File: src/rtl/dmt_pkg.sv
package dmt_pkg;
  localparam int unsigned DATA_W    = 32;
  localparam int unsigned CNT_SHIFT = 9;
  localparam int unsigned LIM_W     = DATA_W - 1;
  localparam int unsigned LTICK_W   = LIM_W - CNT_SHIFT;
  localparam int unsigned NREG      = 8;
  localparam logic [LIM_W-1:0] LIMIT_MASK = 31'h7FFF_FE00;
  localparam logic [LIM_W-1:0] LIMIT_USER = 31'h7FFF_FFFF;

  typedef enum logic [2:0] {
    IDX_LIM_RST  = 3'd0,
    IDX_COUNT    = 3'd1,
    IDX_LIM_KEEP = 3'd2,
    IDX_RUN      = 3'd3,
    IDX_MODE     = 3'd4
  } reg_idx_e;

  // Mask a written limit; a zero result becomes the largest legal limit
  function automatic logic [LIM_W-1:0] mask_limit(input logic [DATA_W-1:0] w);
    logic [LIM_W-1:0] m;
    m = w[LIM_W-1:0] & LIMIT_MASK;
    if (m == '0) m = LIMIT_MASK;
    return m;
  endfunction
endpackage

File: src/rtl/dmt_regdec.sv
module dmt_regdec
  import dmt_pkg::*;
#(
  parameter int unsigned ADDR_W = 8
) (
  input  logic [ADDR_W-1:0] bus_addr,
  input  logic              bus_wr,
  input  logic              bus_rd,
  output logic [2:0]        idx,
  output logic              w_lim_rst,
  output logic              w_lim_keep,
  output logic              w_run,
  output logic              w_mode,
  output logic              r_lim,
  output logic              cnt_clear
);
  logic [NREG-1:0] sel;

  assign idx = bus_addr[4:2];

  for (genvar i = 0; i < NREG; i++) begin : g_sel
    assign sel[i] = (idx == 3'(i));
  end

  assign w_lim_rst  = bus_wr & sel[IDX_LIM_RST];
  assign w_lim_keep = bus_wr & sel[IDX_LIM_KEEP];
  assign w_run      = bus_wr & sel[IDX_RUN];
  assign w_mode     = bus_wr & sel[IDX_MODE];
  assign r_lim      = bus_rd & sel[IDX_LIM_RST];
  assign cnt_clear  = w_lim_rst | w_mode;
endmodule

File: src/rtl/dmt_count.sv
module dmt_count
  import dmt_pkg::*;
#(
  parameter int unsigned TICK_W = 55
) (
  input  logic               clk,
  input  logic               rst_sn,
  input  logic               tick_en,
  input  logic               run,
  input  logic               clear,
  input  logic               wrap_en,
  input  logic [LTICK_W-1:0] limit_ticks,
  output logic [TICK_W-1:0]  ticks,
  output logic               hit
);
  logic [TICK_W-1:0] ticks_q, ticks_d, inc;
  logic              step, en;

  assign step = tick_en & run;
  assign en   = clear | step;
  assign inc  = ticks_q + TICK_W'(1);

  always_comb begin
    ticks_d = ticks_q;
    hit     = 1'b0;
    if (clear) begin
      ticks_d = '0;
    end else if (step) begin
      if (wrap_en && (inc >= TICK_W'(limit_ticks))) begin
        ticks_d = '0;
        hit     = 1'b1;
      end else begin
        ticks_d = inc;
      end
    end
  end

  always_ff @(posedge clk or negedge rst_sn) begin
    if (!rst_sn)  ticks_q <= '0;
    else if (en)  ticks_q <= ticks_d;
  end

  assign ticks = ticks_q;
endmodule

File: src/rtl/dmt_ctrl.sv
module dmt_ctrl
  import dmt_pkg::*;
(
  input  logic              clk,
  input  logic              rst_sn,
  input  logic [DATA_W-1:0] wdata,
  input  logic              w_lim_rst,
  input  logic              w_lim_keep,
  input  logic              w_run,
  input  logic              w_mode,
  input  logic              r_lim,
  input  logic              hit,
  output logic [LIM_W-1:0]  limit,
  output logic              mode_user,
  output logic              stopped,
  output logic              reached,
  output logic              irq
);
  logic [LIM_W-1:0] limit_q, limit_d;
  logic mode_q, mode_d, stop_q, stop_d, reach_q, reach_d, irq_q, irq_d;
  logic upd;

  assign upd = w_lim_rst | w_lim_keep | w_run | w_mode | r_lim | hit;

  always_comb begin
    limit_d = limit_q;
    mode_d  = mode_q;
    stop_d  = stop_q;
    reach_d = reach_q;
    irq_d   = irq_q;
    if (w_lim_rst) begin
      limit_d = mask_limit(wdata);
      irq_d   = 1'b0;
    end
    if (w_lim_keep) limit_d = mask_limit(wdata);
    if (w_run && mode_q) stop_d = wdata[0];
    if (w_mode) begin
      mode_d = wdata[0];
      if (wdata[0]) begin
        limit_d = LIMIT_USER;
        irq_d   = 1'b0;
      end
    end
    if (r_lim && !mode_q) begin
      irq_d   = 1'b0;
      reach_d = 1'b0;
    end
    if (hit) begin
      irq_d   = 1'b1;
      reach_d = 1'b1;
    end
  end

  always_ff @(posedge clk or negedge rst_sn) begin
    if (!rst_sn) begin
      limit_q <= LIMIT_MASK;
      mode_q  <= 1'b0;
      stop_q  <= 1'b1;
      reach_q <= 1'b0;
      irq_q   <= 1'b0;
    end else if (upd) begin
      limit_q <= limit_d;
      mode_q  <= mode_d;
      stop_q  <= stop_d;
      reach_q <= reach_d;
      irq_q   <= irq_d;
    end
  end

  assign limit     = limit_q;
  assign mode_user = mode_q;
  assign stopped   = stop_q;
  assign reached   = reach_q;
  assign irq       = irq_q;
endmodule

File: src/rtl/dmt_rdmux.sv
module dmt_rdmux
  import dmt_pkg::*;
#(
  parameter int unsigned TICK_W = 55
) (
  input  logic              clk,
  input  logic              rst_sn,
  input  logic              bus_rd,
  input  logic [2:0]        idx,
  input  logic              mode_user,
  input  logic [LIM_W-1:0]  limit,
  input  logic              reached,
  input  logic              stopped,
  input  logic [TICK_W-1:0] ticks,
  output logic [DATA_W-1:0] rdata
);
  logic [2*DATA_W-1:0] full;
  logic [DATA_W-1:0]   lo, hi, rd_d, rd_q;

  always_comb begin
    full = (2*DATA_W)'(ticks);
    full = full << CNT_SHIFT;
  end
  assign lo = full[DATA_W-1:0];
  assign hi = full[2*DATA_W-1:DATA_W];

  always_comb begin
    rd_d = '0;
    unique case (idx)
      IDX_LIM_RST:  rd_d = mode_user ? {1'b0, hi[DATA_W-2:0]} : {1'b0, limit};
      IDX_COUNT:    rd_d = mode_user ? lo : {reached, lo[DATA_W-2:0]};
      IDX_RUN:      rd_d = {{(DATA_W-1){1'b0}}, stopped};
      IDX_MODE:     rd_d = {{(DATA_W-1){1'b0}}, mode_user};
      default:      rd_d = '0;
    endcase
  end

  always_ff @(posedge clk or negedge rst_sn) begin
    if (!rst_sn)     rd_q <= '0;
    else if (bus_rd) rd_q <= rd_d;
  end

  assign rdata = rd_q;
endmodule

File: src/rtl/dmt_timer.sv
module dmt_timer
  import dmt_pkg::*;
#(
  parameter int unsigned ADDR_W = 8,
  parameter int unsigned TICK_W = 55
) (
  input  logic              clk,
  input  logic              rst_n,
  input  logic [ADDR_W-1:0] bus_addr,
  input  logic [31:0]       bus_wdata,
  input  logic              bus_wr,
  input  logic              bus_rd,
  input  logic              tick_en,
  output logic [31:0]       bus_rdata,
  output logic              irq
);
  logic [1:0]         rst_sync;
  logic               rst_sn;
  logic [2:0]         idx;
  logic               w_lim_rst, w_lim_keep, w_run, w_mode, r_lim, cnt_clear;
  logic [LIM_W-1:0]   limit_w;
  logic               mode_w, stopped_w, reached_w, hit_w;
  logic [TICK_W-1:0]  ticks_w;

  // asynchronous assertion, synchronous release
  always_ff @(posedge clk or negedge rst_n) begin
    if (!rst_n) rst_sync <= 2'b00;
    else        rst_sync <= {rst_sync[0], 1'b1};
  end
  assign rst_sn = rst_sync[1];

  dmt_regdec #(.ADDR_W(ADDR_W)) u_dec (
    .bus_addr(bus_addr), .bus_wr(bus_wr), .bus_rd(bus_rd), .idx(idx),
    .w_lim_rst(w_lim_rst), .w_lim_keep(w_lim_keep), .w_run(w_run),
    .w_mode(w_mode), .r_lim(r_lim), .cnt_clear(cnt_clear)
  );

  dmt_count #(.TICK_W(TICK_W)) u_cnt (
    .clk(clk), .rst_sn(rst_sn), .tick_en(tick_en),
    .run(!mode_w || !stopped_w), .clear(cnt_clear), .wrap_en(!mode_w),
    .limit_ticks(limit_w[LIM_W-1:CNT_SHIFT]), .ticks(ticks_w), .hit(hit_w)
  );

  dmt_ctrl u_ctrl (
    .clk(clk), .rst_sn(rst_sn), .wdata(bus_wdata), .w_lim_rst(w_lim_rst),
    .w_lim_keep(w_lim_keep), .w_run(w_run), .w_mode(w_mode), .r_lim(r_lim),
    .hit(hit_w), .limit(limit_w), .mode_user(mode_w), .stopped(stopped_w),
    .reached(reached_w), .irq(irq)
  );

  dmt_rdmux #(.TICK_W(TICK_W)) u_rd (
    .clk(clk), .rst_sn(rst_sn), .bus_rd(bus_rd), .idx(idx),
    .mode_user(mode_w), .limit(limit_w), .reached(reached_w),
    .stopped(stopped_w), .ticks(ticks_w), .rdata(bus_rdata)
  );
endmodule

File: config.mk
export PLATFORM = sky130hd
export DESIGN_NAME = dmt_timer
export DESIGN_NICKNAME = d
export VERILOG_FILES = /design/src/rtl/dmt_pkg.sv /design/src/rtl/dmt_regdec.sv /design/src/rtl/dmt_count.sv /design/src/rtl/dmt_ctrl.sv /design/src/rtl/dmt_rdmux.sv /design/src/rtl/dmt_timer.sv
export SDC_FILE = /design/constraint.sdc
export NUM_CORES = 1
export LEC_CHECK = 0
export BUFFER_PORTS_ARGS = -buffer_cell sky130_fd_sc_hd__buf_2
export CAP_MARGIN = 40
export CORE_UTILIZATION = 50
export CTS_CLUSTER_SIZE = 14
export DETAILED_ROUTE_END_ITERATION = 16
export GPL_ROUTABILITY_DRIVEN = 1
export PLACE_DENSITY = 0.77
export SLEW_MARGIN = 15
export SYNTH_ARGS = -nofsm -noshare
export SYNTH_HDL_FRONTEND = slang
export SYNTH_SLANG_ARGS = --single-unit
File: constraint.sdc
create_clock -name clk -period 7.85 [get_ports clk]
set_input_delay 1.57 -clock clk [delete_from_list [all_inputs] [get_ports clk]]
set_output_delay 1.57 -clock clk [all_outputs]
set_load 0.05 [all_outputs]
; Word-level counts from Yosys, hierarchy flattened
; Cells that the tools add are included.
[totals]
latch_bits = 0
input_bits = 45
ff_bits = 124
mem_bits_rw = 0
n_memories = 0
romBits = 0
wordCells = 62
[classes]
reduce_logical = 14
eq_ne = 4
mux = 21
n_mul = 0
order_cmp = 1
n_div = 0
n_bitwise = 13
n_addsub = 1
n_shift = 0
[op_table]
columns = operator, count
row1 = two-way mux 31 bit, 6
row2 = two-way mux 55 bit, 3
row3 = one-hot mux 32 bit (4 select lines), 1
row4 = adder 55 x 1 -> 55 bit (second input constant), 1
row5 = >= comparator 55 x 22 -> 1 bit, 1
row6 = two-way mux 32 bit, 1
row7 = zero test 31 bit, 1
row8 = two-way mux 1 bit, 10
row9 = AND reduction 2 bit, 4
row10 = OR 1 bit, 7
row11 = AND 1 bit, 6
row12 = equality test 3 x 2 -> 1 bit (second input constant), 2
row13 = nonzero test 2 bit, 2
row14 = equality test 3 x 1 -> 1 bit (second input constant), 1
row15 = equality test 3 bit (second input constant), 1
row16 = logical AND 1 bit, 3
row17 = zero test 3 bit, 1
row18 = zero test 1 bit, 2
row19 = logical OR 1 bit, 1

; Longest topological paths before layout
; Gate-level depths: netlist of run 1.
[logic_depth]
depth_word = 8
depth_mapped = 19

; Hierarchy
; Synthesis of run 1 repeated with hierarchy kept, for this count alone.
[unflattened]
cells_unflattened = 828
area_unflattened_um2 = 8040.2
[by_module_without_submodules]
columns = mod, n_inst, area_each_um2, cells_each
row1 = dmt_count, 1, 4464.3, 532
row2 = dmt_rdmux, 1, 2093.3, 182
row3 = dmt_ctrl, 1, 1337.5, 100
row4 = dmt_regdec, 1, 83.8, 9
row5 = dmt_timer, 1, 61.3, 5

; Worst setup path after synthesis of run 1
; Ideal clock, no wire load.
[synth_timing]
kind = reg2reg
startpoint = register u_cnt.ticks_q[0], in the netlist u_cnt.ticks[0]
endpoint = register u_cnt.ticks_q[29], in the netlist u_cnt.ticks[29]
n_path_buf = 2
required_ns = 7.764
stages_incl_launch_ff = 19
arrival_ns = 3.834
setup_slack_ns = 3.930
path_cell_list = dfrtp_1 ha_1 nand3_1 or3_1 clkbuf_1 nor3_1 a21boi_0 or2_2 ha_1 a21oi_1 o21a_1 o21a_1 nand4_1 a211oi_1 nand4_1 nor4_4 nor2_1 buf_2 nor3_1
[synth_via]
elab_chain_len = 6
[synth_rtl]
columns = element, line
row1 = from (decl), dmt_count.sv:16  ; logic [TICK_W-1:0] ticks_q, ticks_d, inc;
row2 = from (signal assigned), dmt_count.sv:40  ; else if (en) ticks_q <= ticks_d;
row3 = adder 55 x 1 -> 55 bit *, dmt_count.sv:21  ; assign inc = ticks_q + TICK_W'(1);
row4 = >= comparator 55 x 22 -> 1 bit, dmt_count.sv:29  ; if (wrap_en && (inc >= TICK_W'(limit_ticks))) begin
row5 = logical AND 1 bit, dmt_count.sv:29
row6 = two-way mux 55 bit *, dmt_count.sv:29
row7 = two-way mux 55 bit *, dmt_count.sv:28  ; end else if (step) begin
row8 = two-way mux 55 bit *, dmt_count.sv:26  ; if (clear) begin
; Mark *: on every way between the ends. The rest lies on a longest branch, timed or not. The select of a mux whose other input is x is not followed.
; A chain may end at the register's enable or synchronous reset.

; Final worst setup path of run 1
[layout_timing]
startpoint = register u_cnt.ticks_q[0], in the netlist u_cnt.ticks[0]
endpoint = register u_cnt.ticks_q[13], in the netlist u_cnt.ticks[13]
; Same word-level chain as after synthesis.

==> impl_results.md, run 1 <==
- All-Layer GR Usage: 0.301
- # setup viols final: 0
- Critical setup path kind: register to register
- Final WL: ~23000 um
- Die Ht: around 130 um
- Final min period: 5.44 ns
- Slowest CP cell: nor4_4
- Syn Nets: 1012
- DR iter-0 viols: 888
- CP Cell Sequence: ha_1, nand3_1, or3_1, nor3_1, a21boi_0, or2_2, ha_1, a21oi_1, o21a_1, o21a_1, nand4_1, a211oi_1, nand4_1, nor4_4, or2_1, a22o_1
- Tcrit/Tclk final: 0.693
- Clock-pin slew on the worst setup and hold paths: 0.06 ns
- CP Data Required Time: 8.22 ns
- Gate Count Post-Synth: 944
- Initial antenna violation count: 0
- CTS buffer count: 17
- ANT cells: 0
- Most common cell after layout, fill and taps aside: nand2_1
- Overflow after GRT: 0
- Skew-Pair Late Insertion Delay: 0.43 ns
- # fillers: 1377
- Mean Syn Cell Area: 8.31 um2
- Crit path max fanout: 18
- H-Tree Depth: 4
- Non-filler cells, final: 1189
- DR vias: roughly 7500
- Worst vdd ir: approximately 0.19 mV
- Top delay family on crit path: simple AND/OR/NAND/NOR gates
- Core area: 15300 um2
- Synth cell types: 59
- Clk buf depth: 2
- Most frequent cells in the layout: nand2_1 (117), dfrtp_1 (100), o21ai_0 (74), buf_2 (64), inv_1 (58)
- Sequential fraction of the synthesis area: 0.399
- Synth area leader: dfrtp_1
- Final ANT Viol Nets: 0
- Slew Viols, Final: 0
- Post-CTS sizing: 0
- TritonCTS clock tree: yes
- Max-Cap Viols: 0
- RSZ-0062 raised after global routing: false
- Layout Skew: 0.00775 ns
- Hold crit path type: register to register
- Setup WS pre-CTS: 2.31 ns
- Max incr delay on CP: 0.82 ns
- Critical Path AT: about 5.8 ns
- Row count: 45
- Outcome: complete, no violations
- Port Buffers: 63
- Post-synth ARST share: 1.00
- Worst slew pin tran: 0.870 ns
- IO Pins: 78
- Post-Syn Area: a little under 8000 um2
- Maximum clock rate: 184 MHz
- Synth area leaders: dfrtp_1 (32%), dfstp_2 (7.7%), nand2_1 (5.6%), o21ai_0 (4.7%), o22ai_1 (3.9%)
- Vias per inst: 6.29
- Pwr dens: 210 nW/um2
- Hold bufs inserted after CTS: 0
- Placer congestion estimate: 0.973
- Die X: 127 um
- Leakage power: 3.87 nW
- Worst Setup Slack, final: 2.41 ns
- Post-synth EDFFs: 0
- Area Growth Syn to Fin: 12.8%
- Pin count of the biggest net entering global routing: 62
- Number of global-route vias before repair: 6995
- Die area: 16200 um2
- Clk sinks: 124
- Setup TNS: 0 ns
- Yosys warns: 0
- Layout cells sized above 1: 0.161
- Layout net count: roughly 1000
- DRT Pass-1 Iters: 6
- Setup Buffers After CTS: 0
- Post-synth top flop: dfrtp_1
- WP buf/inv: 0
- Clock Tree Root: clkbuf_16
- WL per Instance: 19.4 um
- Critical Path Start Type: register
- Share of the synthesized area in the top cell type: 0.322
- HPWL after detailed placement: 16200 um
- Starting density of the core: 0.514
- Global-route wire length before repair: between 30000 and 40000 um
- Synth Register Bits: ~120
- Worst setup EP type: register
- Slew HR: 0.416
- Inst Count DP: 1155
- Hold Vio Cnt, Final: 0
- DRC: 0
-- worst register-to-register path, stage by stage (launching register included) --
cell and delay (ns):
dfrtp_1 0.47, ha_1 0.29, nand3_1 0.14, or3_1 0.53, nor3_1 0.33, a21boi_0 0.17, or2_2 0.32, ha_1 0.29
a21oi_1 0.13, o21a_1 0.13, o21a_1 0.12, nand4_1 0.15, a211oi_1 0.26, nand4_1 0.24, nor4_4 0.82, or2_1 0.69
a22o_1 0.26
-- where the power goes --
| part | internal, W | switching (W) | total, W |
|---|---|---|---|
| sequential | 0.000701 | 0.0000458 | 0.000747 |
| clock | 0.000456 | 0.000331 | 0.000787 |
| combinational | 0.000108 | 0.000216 | 0.000323 |
| total | 0.00126 | 0.000593 | 0.00186 |
-- Yosys cell counts, types with 20 or more instances --
cell,n
nand3_1,51
dfrtp_1,101
xnor2_1,20
a22oi_1,24
nor3_1,51
nor2_1,44
o22ai_1,49
ha_1,23
nand2_1,117
nand4_1,35
o21ai_0,74
clkbuf_1,53
inv_1,58
dfstp_2,23
-- stage by stage --
step	instance area [um2]	total power [W]	utilization	hold WS (ns)
3_3_place_gp	8190	0.00106	0.537	0.339
5_1_grt	8840	0.00193	0.580	0.354
6_report	8840	0.00186	0.580	0.348
4_1_cts	8820	0.00186	0.578	0.350
3_5_place_dp	8240	0.00107	0.540	0.335
2_1_floorplan	7840	0.000976	-	0.331
-- path summary, 6_finish.rpt --
check                                from              end  slack (ns)  cells after the start
setup / recovery           u_cnt.ticks[0]  u_cnt.ticks[13]        2.41                     16
hold / removal                rst_sync[0]      rst_sync[1]        0.35                      0
hold reg to reg               rst_sync[0]      rst_sync[1]        0.35                      0
max in group asynchronous     rst_sync[1]   u_ctrl.stopped        6.27                      2
min in group asynchronous     rst_sync[1]   u_rd.rdata[11]        0.36                      0
setup reg to reg           u_cnt.ticks[0]  u_cnt.ticks[13]        2.41                     16
-- routing by layer --
layer / up-vias / track usage / share of wire
met1: 3547 / 0.424 / 0.45
met5: - / 0 / 0
met4: 0 / 0.137 / 0.030
met3: 60 / 0.0544 / 0.080
li1: 3475 / - / -
met2: 400 / 0.451 / 0.44
-- area by class of cell --
cell class	instances	area (um2)	share of cell area
flip-flops and latches	124	3140	0.355
repair buffers	80	462	0.0522
inverters	58	218	0.0246
multi-input cells	684	4180	0.473
clock buffers	18	439	0.0497
clock inverters	14	144	0.0163
well taps	211	264	0.0298
-- registers in the layout, summed over array words and instances, names as in the netlist --
| name | flops |
|---|---|
| u_rd.rdata | 32 |
| u_ctrl.reached | 1 |
| u_ctrl.stopped | 1 |
| u_cnt.ticks | 55 |
| u_ctrl.mode_user | 1 |
| rst_sync | 2 |
| u_ctrl.limit | 31 |
| u_ctrl.irq | 1 |
-- logic make-up (layout without fill, tap and decap cells) --
family / after synthesis / after routing / synth area share
AOI/OAI and AO/OA: 219 / 219 / 0.179
xor gates and xnor gates: 33 / 33 / 0.0368
adders and majority gates: 23 / 23 / 0.0367
buffers and inverters: 136 / 170 / 0.0694
DFF: 124 / 124 / 0.399
muxes: 20 / 20 / 0.0274
other: 1 / 1 / 0.000478
and+or+nand+nor: 388 / 388 / 0.251
Power figures use the tool's default switching activity.
==> inputs of run 2 (changes only) <==
Clock period 7.85 ns to 5.5 ns, I/O delays scaled along.
==> run 2 against run 1 <==
  * Clock power rose by 40%
  * Clock skew rose by 0.0098 ns
  * Maximum frequency rose by 9.8%
  * Register-to-register slack got worse by 1.9 ns
  * Setup slack got worse by 1.9 ns
  * Wire length rose by 0.29%
==> impl_results.md, run 2 (synthesis results as in run 1) <==
- Critical Path Start Type: register (unchanged)
- Crit path max fanout: 26 (was 18)
- Pwr dens: 297 nW/um2 (was 210 nW/um2)
- CP Data Required Time: 5.84 ns (was 8.22 ns)
- Port Buffers: 63 (unchanged)
- Finished Cell Area: 8870 um2 (was 8840 um2)
- Clk buf depth: 2 (unchanged)
- Placer congestion estimate: 0.967 (was 0.973)
- Tcrit/Tclk final: 0.901 (was 0.693)
- Clock Tree Root: clkbuf_16 (unchanged)
- Worst vdd ir: 0.239 mV (was 0.190 mV)
- Skew-Pair Late Insertion Delay: 0.44 ns (was 0.43 ns)
- Outcome: complete, no violations (unchanged)
- Overflow after GRT: 0 (unchanged)
- Initial antenna violation count: 0 (unchanged)
- RSZ-0062 raised after global routing: false (unchanged)
- Setup TNS: 0 ns (unchanged)
- Die area: 16200 um2 (unchanged)
- Worst r2r path cells: 17 (was 16)
- Die X: 127 um (unchanged)
- Row count: 45 (unchanged)
- Reg-to-Reg End: u_cnt.ticks[38] (was u_cnt.ticks[13])
- Hold crit path type: register to asynchronous set/reset pin (was register to register)
- Hold Vio Cnt, Final: 0 (unchanged)
- Most common cell after layout, fill and taps aside: nand2_1 (unchanged)
- Critical Path AT: 5.29 ns (was 5.80 ns)
- Layout cells sized above 1: 0.165 (was 0.161)
- Leakage power: 3.89 nW (was 3.87 nW)
- CTS buffer count: 17 (unchanged)
- Clock-pin slew on the worst setup and hold paths: 0.07 ns (was 0.06 ns)
- # setup viols final: 0 (unchanged)
- Post-CTS sizing: 0 (unchanged)
- Hold WS: 0.198 ns (was 0.348 ns)
- All-Layer GR Usage: 0.304 (was 0.301)
- Number of global-route vias before repair: 7137 (was 6995)
- Slew Viols, Final: 0 (unchanged)
- Crit path launch: u_cnt.ticks[0] (unchanged)
- WL per Instance: 19.4 um (about the same)
- Critical setup path kind: register to register (unchanged)
- Maximum clock rate: 202 MHz (was 184 MHz)
- Global-route wire length before repair: 37900 um (was 37400 um)
- Layout Skew: 0.0176 ns (was 0.00775 ns)
- Final min period: 4.95 ns (was 5.44 ns)
- Max FFs per register: 55 (unchanged)
- Core area: 15300 um2 (unchanged)
- HPWL after detailed placement: 16200 um (about the same)
- Pin count of the biggest net entering global routing: 62 (unchanged)
- ANT cells: 0 (unchanged)
- Hold bufs inserted after CTS: 0 (unchanged)
- Clk sinks: 124 (unchanged)
- Die Ht: 127 um (unchanged)
- H-Tree Depth: 4 (unchanged)
- IO Pins: 78 (unchanged)
- Max-Cap Viols: 0 (unchanged)
- DRT Pass-1 Iters: 8 (was 6)
- Layout net count: 1037 (was 1033)
- Vias per inst: 6.30 (was 6.29)
- R2R setup slack: 0.55 ns (was 2.41 ns)
- Worst slew pin tran: 0.876 ns (was 0.870 ns)
- TritonCTS clock tree: yes (unchanged)
- Area Growth Syn to Fin: 13.1% (was 12.8%)
- Final ANT Viol Nets: 0 (unchanged)
- Worst r2r src: u_cnt.ticks[0] (unchanged)
- Most frequent cells in the layout: nand2_1 (117), dfrtp_1 (100), o21ai_0 (74), buf_2 (63), inv_1 (58) (was nand2_1 (117), dfrtp_1 (100), o21ai_0 (74), buf_2 (64), inv_1 (58))
- DR vias: 7510 (was 7482)
- Starting density of the core: 0.514 (unchanged)
- Placed Area: 8300 um2 (was 8240 um2)
- DRC: 0 (unchanged)
- Setup Buffers After CTS: 0 (unchanged)
- Worst setup EP type: register (unchanged)
- DR iter-0 viols: 1068 (was 888)
- Slew HR: 0.416 (about the same)
- Final WL: 23200 um (was 23100 um)
-- run 2: worst max-delay path: stages (launching register included) --
cell	delay, ns
dfrtp_1	0.45
ha_1	0.30
nand3_1	0.15
or3_1	0.53
nor3_1	0.33
a21boi_0	0.17
or2_2	0.33
ha_1	0.29
a21oi_1	0.13
o21a_1	0.12
o21a_1	0.11
nand4_1	0.16
a211oi_1	0.27
nand4_1	0.23
nor4_4	0.49
buf_4	0.39
nor2_1	0.15
o31ai_1	0.24
-- run 2: worst max path at each step --
stage,to,slack (ns),cells after the start
after detailed placement,u_cnt.ticks[38],0.67,17
after global placement,u_cnt.ticks[39],0.65,15
after global routing,u_cnt.ticks[38],0.20,17
final,u_cnt.ticks[38],0.55,17
after CTS,u_cnt.ticks[38],0.64,17
after floorplan,u_cnt.ticks[37],1.58,18
-- run 2: area by class of cell --
cell class | instances | area (um2)
Fill cell | 1393 | 6380
Multi-Input combinational cell | 684 | 4180
Sequential cell | 124 | 3140
Timing Repair Buffer | 84 | 500
Clock buffer | 17 | 425
Tap cell | 211 | 264
Inverter | 58 | 218
Clock inverter | 15 | 148
-- run 2: layer usage --
metal  share of wire  up-vias  track usage
met2            0.44      406        0.451
li1                -     3466            -
met5               0        -            0
met1            0.44     3563        0.429
met4           0.038        0        0.137
met3           0.089       75       0.0641
-- run 2: metrics by stage --
step | util | cells | power (W) | setup WS (ns)
final | 0.582 | 1193 | 0.00263 | 0.546
after global placement | 0.541 | 1158 | 0.00151 | 0.645
after detailed placement | 0.544 | 1161 | 0.00153 | 0.670
after CTS | 0.582 | 1193 | 0.00263 | 0.641
after floorplan | - | 944 | 0.00139 | 1.58
after global routing | 0.582 | 1193 | 0.00274 | 0.202
-- run 2: power breakdown --
group          switching, W  total, W  internal, W
registers         0.0000584   0.00106      0.00100
clock network      0.000499   0.00110     0.000603
logic              0.000315  0.000472     0.000158
==> inputs of run 3 (changes only) <==
Settings changed: BUFFER_PORTS_ARGS -buffer_cell sky130_fd_sc_hd__buf_2 to default, DONT_BUFFER_PORTS from default to 1, PLACE_DENSITY 0.77 to 0.73.
==> run 3 against run 2 <==
  * Wire length down 1.1%
  * Critical path depth up 1
  * Sequential share of layout area up 1.4 points
  * Sequential power up 4%
  * Cell area down 3.7%
  * Global-route usage down 1.0 points
  * Maximum frequency up 3.0%
  * Die area unchanged
  * Clock-buffer cell count up 1
  * Utilization down 2.2 points
==> impl_results.md, run 3 (synthesis results as in run 1) <==
- DR vias: 7158 (was 7510)
- Most frequent cells in the layout: nand2_1 (117), dfrtp_1 (100), o21ai_0 (74), inv_1 (58), nand3_1 (51) (was nand2_1 (117), dfrtp_1 (100), o21ai_0 (74), buf_2 (63), inv_1 (58))
- DRC: 0 (unchanged)
- Hold Crit Depth: 0
- CTS buffer count: 17 (unchanged)
- Critical Path Start Type: register (unchanged)
- Clk sinks: 124 (unchanged)
- RSZ-0062 raised after global routing: false (unchanged)
- WP buf/inv: 2 (was 1)
- # setup viols final: 0 (unchanged)
- Worst r2r src: u_cnt.ticks[0] (unchanged)
- Pin count of the biggest net entering global routing: 66 (was 62)
- Slowest CP cell: or3_1 (unchanged)
- Placer congestion estimate: 0.975 (was 0.967)
- Worst hold start: rst_sync[0]
- Port Buffers: 0 (was 63)
- Row count: 45 (unchanged)
- Core area: 15300 um2 (unchanged)
- Tcrit/Tclk final: 0.875 (was 0.901)
- Setup TNS: 0 ns (unchanged)
- Post-CTS sizing: 0 (unchanged)
- Clock Tree Root: clkbuf_16 (unchanged)
- Max FFs per register: 55 (unchanged)
- Top delay family on crit path: simple AND/OR/NAND/NOR gates (unchanged)
- Hold crit path type: register to register (was register to asynchronous set/reset pin)
- DRT Pass-1 Iters: 6 (was 8)
- Critical Path AT: 5.17 ns (was 5.29 ns)
- HPWL after detailed placement: 16100 um (was 16200 um)
- Crit path max fanout: 16 (was 26)
- R2R setup slack: 0.69 ns (was 0.55 ns)
- H-Tree Depth: 4 (unchanged)
- Clock-pin slew on the worst setup and hold paths: 0.06 ns (was 0.07 ns)
- Area of the multi-input gates: 4190 um2 (was 4180 um2)
- Worst setup EP type: register (unchanged)
- Hold WS: 0.350 ns (was 0.198 ns)
- Most common cell after layout, fill and taps aside: nand2_1 (unchanged)
- All-Layer GR Usage: 0.294 (was 0.304)
- Number of global-route vias before repair: 6793 (was 7137)
- Final ANT Viol Nets: 0 (unchanged)
- Worst r2r path cells: 18 (was 17)
- Hold bufs inserted after CTS: 0 (unchanged)
- Leakage power: 3.58 nW (was 3.89 nW)
- Layout Skew: 0.0123 ns (was 0.0176 ns)
- Hold Vio Cnt, Final: 0 (unchanged)
- Setup Buffers After CTS: 0 (unchanged)
- Starting density of the core: 0.514 (unchanged)
- Pwr dens: 301 nW/um2 (was 297 nW/um2)
- Die Ht: 127 um (unchanged)
- Inst Count DP: 1096 (was 1161)
- CP Cell Sequence: ha_1, nand3_1, or3_1, nor3_1, a21boi_0, or2_2, ha_1, a21oi_1, o21a_1, o21a_1, nand4_1, a211oi_1, nand4_1, nor4_4, buf_4, or2_1, buf_4, a22o_1 (was ha_1, nand3_1, or3_1, nor3_1, a21boi_0, or2_2, ha_1, a21oi_1, o21a_1, o21a_1, nand4_1, a211oi_1, nand4_1, nor4_4, buf_4, nor2_1, o31ai_1)
- Vias per inst: 6.34 (was 6.30)
- Clk buf depth: 2 (unchanged)
- # fillers: 1360 (was 1393)
- Outcome: complete, no violations (unchanged)
- Reg-to-Reg End: u_cnt.ticks[10] (was u_cnt.ticks[38])
- Final WL: 22900 um (was 23200 um)
- Critical setup path kind: register to register (unchanged)
- Maximum clock rate: 208 MHz (was 202 MHz)
- Global-route wire length before repair: 36600 um (was 37900 um)
- Non-filler cells, final: 1129 (was 1193)
- Area Growth Syn to Fin: 8.92% (was 13.1%)
- Slew Viols, Final: 0 (unchanged)
- Layout cells sized above 1: 0.108 (was 0.165)
- DR iter-0 viols: 1169 (was 1068)
- FF/Latch Area: 3140 um2 (unchanged)
- Hold Path Sink: rst_sync[1]
- Layout net count: 973 (was 1037)
- ANT cells: 0 (unchanged)
- Overflow after GRT: 0 (unchanged)
- Max-Cap Viols: 0 (unchanged)
- Skew-Pair Late Insertion Delay: 0.43 ns (was 0.44 ns)
- CP Data Required Time: 5.86 ns (was 5.84 ns)
- TritonCTS clock tree: yes (unchanged)
- Initial antenna violation count: 0 (unchanged)
- Slew HR: 0.417 (was 0.416)
- IO Pins: 78 (unchanged)
- Pwr Total: 0.00257 W (was 0.00263 W)
- Die area: 16200 um2 (unchanged)
- Placed Area: 7960 um2 (was 8300 um2)
- Die X: 127 um (unchanged)
- Final min period: 4.81 ns (was 4.95 ns)
- WL per Instance: 20.3 um (was 19.4 um)
- Worst vdd ir: 0.285 mV (was 0.239 mV)
- Max incr delay on CP: 0.53 ns (about the same)
- Worst slew pin tran: 0.875 ns (was 0.876 ns)
- Finished Cell Area: 8540 um2 (was 8870 um2)
## run 3: changes by cell type in the layout (fill, tap and decap cells not counted), sizes merged
cell      before  now
buf           84   20
clkbuf        17   18
clkinv         3    7
clkinvlp       1    0
inv           69   65
## run 3: power breakdown
part / internal (W) / switching [W]
Clock: 0.000611 / 0.000461
Sequential: 0.00100 / 0.0000995
Combinational: 0.000144 / 0.000255
Total: 0.00175 / 0.000816
## run 3: layer usage
layer / up-vias / GRT usage / wire length [um]
met5: - / 0 / 0
met4: 0 / 0.106 / 619
met3: 62 / 0.0637 / 2090
met2: 338 / 0.436 / 9940
met1: 3415 / 0.423 / 10300
li1: 3343 / - / -
## run 3: cell type report
cell class	instances	area share
multi-input cells	684	0.490
inverters	58	0.0255
well taps	211	0.0309
repair buffers	20	0.0212
flip-flops and latches	124	0.367
clock buffers	18	0.0527
clock inverters	14	0.0126
## run 3: worst register-to-register path: cells and delay by family, from the launching register on
family          cells  cell delay [ns]
fa+ha+maj           2             0.58
simple gates        8             2.25
flops               1             0.46
compound gates      6             1.01
buf+inv             2             0.44
## run 3: worst max-delay path by stage
stage / depth (start not counted) / to / slack [ns] / start
3_3_place_gp: 18 / u_cnt.ticks[2] / 0.90 / u_cnt.ticks[0]
3_5_place_dp: 18 / u_cnt.ticks[10] / 0.81 / u_cnt.ticks[0]
4_1_cts: 18 / u_cnt.ticks[1] / 0.79 / u_cnt.ticks[0]
6_report: 18 / u_cnt.ticks[10] / 0.69 / u_cnt.ticks[0]
5_1_grt: 18 / u_cnt.ticks[10] / 0.47 / u_cnt.ticks[0]
2_1_floorplan: 18 / u_cnt.ticks[37] / 1.58 / u_cnt.ticks[0]
## run 3: stage by stage
step,worst slack [ns],util
6_report,0.688,0.560
5_1_grt,0.466,0.560
4_1_cts,0.787,0.558
3_5_place_dp,0.806,0.522
3_3_place_gp,0.900,0.520
2_1_floorplan,1.58,-
